==> src/rtl/ir_rx_status_pkg.sv <==
package ir_rx_status_pkg;
  localparam int STAT_W    = 8;
  localparam int BIT_ABORT = 7;
  localparam int BIT_CRC   = 6;
  localparam int BIT_OVF   = 5;
  localparam int BIT_EOF   = 4;
  localparam int BIT_AVAIL = 3;
  localparam int BIT_SYNC  = 2;
  localparam int RSV_W     = BIT_SYNC;

  localparam int N_STICKY  = 4;
  localparam int STK_ABORT = 3;
  localparam int STK_CRC   = 2;
  localparam int STK_OVF   = 1;
  localparam int STK_EOF   = 0;

  localparam logic HUNT_LVL = 1'b1;
  localparam logic SYNC_LVL = 1'b0;
endpackage

==> src/rtl/irs_sticky_bank.sv <==
module irs_sticky_bank #(
  parameter int N = 4
) (
  input  logic         clk,
  input  logic         rst_n,
  input  logic [N-1:0] set_i,
  input  logic         clr_i,
  output logic [N-1:0] q_o
);
  for (genvar g = 0; g < N; g++) begin : g_bit
    logic q;
    always_ff @(posedge clk) begin
      if (!rst_n)        q <= 1'b0;
      else if (set_i[g]) q <= 1'b1;
      else if (clr_i)    q <= 1'b0;
    end
    assign q_o[g] = q;
  end
endmodule

==> src/rtl/irs_sync_tracker.sv <==
module irs_sync_tracker
  import ir_rx_status_pkg::*;
(
  input  logic clk,
  input  logic rst_n,
  input  logic hunt_cmd_i,
  input  logic start_i,
  input  logic stop_i,
  input  logic preamble_i,
  input  logic high_rate_i,
  input  logic rd_clr_i,
  output logic level_o,
  output logic chg_o,
  output logic evt_o
);
  logic level_q, level_d, chg_q;
  logic to_hunt, to_sync;

  always_comb begin
    to_hunt = hunt_cmd_i | stop_i;
    to_sync = start_i | (preamble_i & high_rate_i);
    if (to_hunt)      level_d = HUNT_LVL;
    else if (to_sync) level_d = SYNC_LVL;
    else              level_d = level_q;
  end

  assign evt_o = (level_d != level_q);

  always_ff @(posedge clk) begin
    if (!rst_n) begin
      level_q <= HUNT_LVL;
      chg_q   <= 1'b0;
    end else begin
      level_q <= level_d;
      if (evt_o)         chg_q <= 1'b1;
      else if (rd_clr_i) chg_q <= 1'b0;
    end
  end

  assign level_o = level_q;
  assign chg_o   = chg_q;
endmodule

==> src/rtl/irs_read_port.sv <==
module irs_read_port
  import ir_rx_status_pkg::*;
(
  input  logic                clk,
  input  logic                rst_n,
  input  logic [N_STICKY-1:0] sticky_i,
  input  logic                avail_i,
  input  logic                level_i,
  input  logic                chg_i,
  input  logic                irq_en_i,
  input  logic                rd_i,
  output logic [STAT_W-1:0]   word_o,
  output logic [STAT_W-1:0]   rd_data_o
);
  logic [STAT_W-1:0] rd_q;

  always_comb begin
    word_o            = '0;
    word_o[BIT_ABORT] = sticky_i[STK_ABORT];
    word_o[BIT_CRC]   = sticky_i[STK_CRC];
    word_o[BIT_OVF]   = sticky_i[STK_OVF];
    word_o[BIT_EOF]   = sticky_i[STK_EOF];
    word_o[BIT_AVAIL] = avail_i;
    word_o[BIT_SYNC]  = irq_en_i ? chg_i : level_i;
  end

  always_ff @(posedge clk) begin
    if (!rst_n)    rd_q <= '0;
    else if (rd_i) rd_q <= word_o;
  end

  assign rd_data_o = rd_q;
endmodule

==> src/rtl/ir_rx_status.sv <==
module ir_rx_status
  import ir_rx_status_pkg::*;
(
  input  logic              clk,
  input  logic              rst_n,
  input  logic              start_flag_i,
  input  logic              stop_flag_i,
  input  logic              abort_i,
  input  logic              crc_err_i,
  input  logic              fifo_push_i,
  input  logic              fifo_full_i,
  input  logic              fifo_nonempty_i,
  input  logic              hunt_cmd_i,
  input  logic              preamble_i,
  input  logic              high_rate_i,
  input  logic              sync_irq_en_i,
  input  logic              rd_i,
  output logic [STAT_W-1:0] rd_data_o,
  output logic              irq_o
);
  logic [N_STICKY-1:0] sticky_set, sticky_q;
  logic                sync_level, sync_chg, sync_evt;
  logic [STAT_W-1:0]   stat_word;

  always_comb begin
    sticky_set            = '0;
    sticky_set[STK_ABORT] = abort_i;
    sticky_set[STK_CRC]   = crc_err_i;
    sticky_set[STK_OVF]   = fifo_push_i & fifo_full_i;
    sticky_set[STK_EOF]   = stop_flag_i | abort_i;
  end

  irs_sticky_bank #(.N(N_STICKY)) u_sticky (
    .clk   (clk),
    .rst_n (rst_n),
    .set_i (sticky_set),
    .clr_i (start_flag_i),
    .q_o   (sticky_q)
  );

  irs_sync_tracker u_sync (
    .clk         (clk),
    .rst_n       (rst_n),
    .hunt_cmd_i  (hunt_cmd_i),
    .start_i     (start_flag_i),
    .stop_i      (stop_flag_i),
    .preamble_i  (preamble_i),
    .high_rate_i (high_rate_i),
    .rd_clr_i    (rd_i & sync_irq_en_i),
    .level_o     (sync_level),
    .chg_o       (sync_chg),
    .evt_o       (sync_evt)
  );

  irs_read_port u_rd (
    .clk       (clk),
    .rst_n     (rst_n),
    .sticky_i  (sticky_q),
    .avail_i   (fifo_nonempty_i),
    .level_i   (sync_level),
    .chg_i     (sync_chg),
    .irq_en_i  (sync_irq_en_i),
    .rd_i      (rd_i),
    .word_o    (stat_word),
    .rd_data_o (rd_data_o)
  );

  assign irq_o = sync_chg & sync_irq_en_i;
endmodule

==> config.mk <==
export PLATFORM = sky130hd
export DESIGN_NAME = ir_rx_status
export DESIGN_NICKNAME = d
export VERILOG_FILES = /design/src/rtl/ir_rx_status_pkg.sv /design/src/rtl/irs_sticky_bank.sv /design/src/rtl/irs_sync_tracker.sv /design/src/rtl/irs_read_port.sv /design/src/rtl/ir_rx_status.sv
export SDC_FILE = /design/constraint.sdc
export NUM_CORES = 1
export LEC_CHECK = 0
export BUFFER_PORTS_ARGS = -buffer_cell sky130_fd_sc_hd__buf_2
export CAP_MARGIN = 20
export CORE_AREA = 2 2 39 41
export DETAILED_ROUTE_END_ITERATION = 10
export DIE_AREA = 0 0 41 43
export PLACE_DENSITY_LB_ADDON = 0.3
export REMOVE_ABC_BUFFERS = 1
export SLEW_MARGIN = 30
export SYNTH_ARGS = -nofsm -noshare
export SYNTH_HDL_FRONTEND = slang
export SYNTH_SLANG_ARGS = --single-unit
==> constraint.sdc <==
create_clock -name clk -period 0.94 [get_ports clk]
set_clock_uncertainty 0.05 [all_clocks]
set_input_delay 0.188 -clock clk [delete_from_list [all_inputs] [get_ports clk]]
set_output_delay 0.188 -clock clk [all_outputs]
set_load 0.01 [all_outputs]
==> impl_metrics.yaml <==
logic_synthesis:
  synth_top_area_cell: "dfxtp_1"
  async_flop_share: 0
  synth-edff-count: 0
  synthFlopType: "dfxtp_1"
  netlist_area_sq_um: 489
  yosysMostFrequentCell: "dfxtp_1"
  synth_commonest_cells: "12 x dfxtp_1, 5 x mux2i_1, 5 x nor2b_1, 3 x and2b_1"
  synth_seq_cells: 12
  synth.area.top_cells: "dfxtp_1 49%, mux2i_1 10%, nor2b_1 6.4%, and2b_1 4.6%, o31a_1 3.6%"
  synth_top_area_frac: 0.491
  yosys_warnings: 0
  avgSynthCellArea_sq_um: 9.98
  seq_area_frac_synth: 0.491
  synth.distinct_cells: 20
  syn_inst: 49
job:
  drv_cap: 0
routing:
  drcViolationCount: 0
  ant_nets: 0
  drt_wl_total_microns: 886
  dr_total_vias: 387
  wl_per_cell_microns: 10.2
  viasPerCell: 4.45
  firstDrtPassIters: 3
  drtIter0Drc: 1
pwr:
  power_density_nw_per_um2: 1480
  swShare: 0.226
  power_w: 0.00101
  irDropWorstVdd_mv: 0.649
  p_clk_frac: 0.296
  seq_power_share: 0.554
  leakage_nw: 0.325
  p_switching_w: 0.000228
  power.internal_w: 0.000779
  combPwrFrac: 0.151
global_route:
  grt_pass1_vias: 359
  grtUsageTotal: 0.123
  grt_max_degree: 13
  grt_antenna_before_repair: 0
  grt_first_pass_wirelength_mm: 1.41
  grt_overflow_total: 0
cts:
  clk_latency_ps: 260
  clk_path_buf_depth: 2
  path_clk_slew_ps: 70
  cts.htree.levels: 1
  cts-buffers-inserted: 3
  cts_root_buf: "clkbuf_4"
  cts_num_sinks: 12
  cts_tree: "done"
setup_path:
  critPathLaunchType: "register"
  worstPathCellList: "and2_4 -> buf_6"
  crit_slowest_cell: "dfxtp_2"
  end_kind: "output port"
  critPathKind: "reg2out"
  crit_required_ps: 700
  crit_arrival_ps: 830
  crit_path_max_incr_delay_ps: 320
  critPathMaxFanout: 2
die:
  rows: 14
  fp.dieArea_sq_um: 1760
  io-pin-count: 23
  start_util: 0.354
  die_h_microns: 43
  core_sq_um: 1380
  fp.dieW_microns: 41
cells_and_area:
  fillers: 140
  diodes: 0
  areaGrowthSynthToFinish_pct: 39.4
  final_layout_size_suffix_gt1_frac: 0.493
  fin_nets: 87
sta:
  fmax_mhz: 936
  finalMaxSlewViolations: 0
  final-setup-viol-count: 1
  final.setup.tns_ps: -128
  finalHoldViolations: 0
  setup_ws_ps: -128
  final.min_clock_period_ps: 1070
  fin_crit_sh: 1.14
  rsz0062_at_grt: "yes"
outcome:
  status: "finished, violations left"
  violations: "setup timing"
placement:
  port_buffers: 20
  gp_congestion: 0.726
  dp_hpwl_microns: 653
worst_hold_path:
  min_path_type: "in2reg"
[power by group through the flow]
stage	combinational [W]	clock (W)	sequential [W]
6_report	0.000152	0.000298	0.000558
5_1_grt	0.000169	0.000337	0.000561
4_1_cts	0.000153	0.000309	0.000558
3_5_place_dp	0.000132	0	0.000563
3_3_place_gp	0.000130	0	0.000562
2_1_floorplan	0.0000587	0	0.000567
[layer usage]
| metal | track usage | wire length [microns] |
|---|---|---|
| met5 | 0 | 0 |
| met4 | 0.100 | 0 |
| met1 | 0.128 | 337 |
| met2 | 0.203 | 513 |
| met3 | 0.0157 | 35 |
[final cells by class]
type	count	area, sq um	share of cell area
Sequential cell	12	250	0.367
Tap cell	16	20.0	0.0294
Clock buffer	3	22.5	0.0330
Inverter	1	3.75	0.00550
Timing Repair Buffer	22	159	0.233
Multi-Input combinational cell	33	226	0.332
[registers in the layout, summed over array words and instances, names as in the netlist]
name              cells
u_sticky.g_bit.q      4
u_rd.rd_data_o        6
u_sync.level_o        1
u_sync.chg_o          1
[path summary, 6_finish.rpt]
kind	endpoint	startpoint	cells after the start	slack (ps)
worst max register to register	u_sync.chg_o	u_sync.level_o	2	10
worst min-delay path	u_sticky.g_bit[2].q	crc_err_i	2	80
worst max-delay path	irq_o	u_sync.chg_o	2	-130
worst min register to register	u_sticky.g_bit[1].q	u_sticky.g_bit[1].q	2	430
[repair_timing]
item	in CTS	in global routing
resized for setup	16	0
hold buffers	0	0
pin swaps	1	0
endpoints found under the setup margin	8	8
buffers inserted	1	0
[critical path: cells and delay by family (launching register included)]
family	cells	cell delay, ps
buffers and inverters	1	120
AND/OR/NAND/NOR	1	140
flip-flops	1	320
[cells by family after synthesis]
family | count (synthesis) | share of synthesized area
AND/OR/NAND/NOR | 16 | 0.194
multiplexers | 5 | 0.102
flip-flops | 12 | 0.491
other | 1 | 0.00767
buffers and inverters | 5 | 0.0588
AO/OA/AOI/OAI | 10 | 0.146
[metrics by stage]
| step | instances | hold slack (ps) | utilization | cell area, sq um | worst slack (ps) |
|---|---|---|---|---|---|
| after floorplan | 46 | 210 | - | 468 | 19.8 |
| after global placement | 83 | 347 | 0.430 | 596 | -108 |
| after detailed placement | 83 | 353 | 0.430 | 596 | -132 |
| after CTS | 87 | 77.8 | 0.493 | 682 | -127 |
| after global routing | 87 | 99.3 | 0.493 | 682 | -160 |
| final | 87 | 81.0 | 0.493 | 682 | -128 |
[placed cells by master (no fill, tap or decap)]
| cell | n |
|---|---|
| a21boi_0 | 2 |
| a21oi_1 | 2 |
| a21oi_2 | 1 |
| and2_4 | 1 |
| and2b_1 | 3 |
| and3b_1 | 1 |
| buf_2 | 13 |
| buf_4 | 2 |
| buf_6 | 7 |
| clkbuf_4 | 3 |
| conb_1 | 2 |
| dfxtp_1 | 4 |
| dfxtp_2 | 8 |
| inv_1 | 1 |
| mux2i_1 | 5 |
| nand2_1 | 2 |
| nand2b_1 | 1 |
| nand3_1 | 1 |
| nor2_1 | 2 |
| nor2b_1 | 5 |
| o21a_1 | 2 |
| o21ai_0 | 1 |
| o31a_1 | 2 |
No activity file was read; power rests on OpenSTA's default activity.
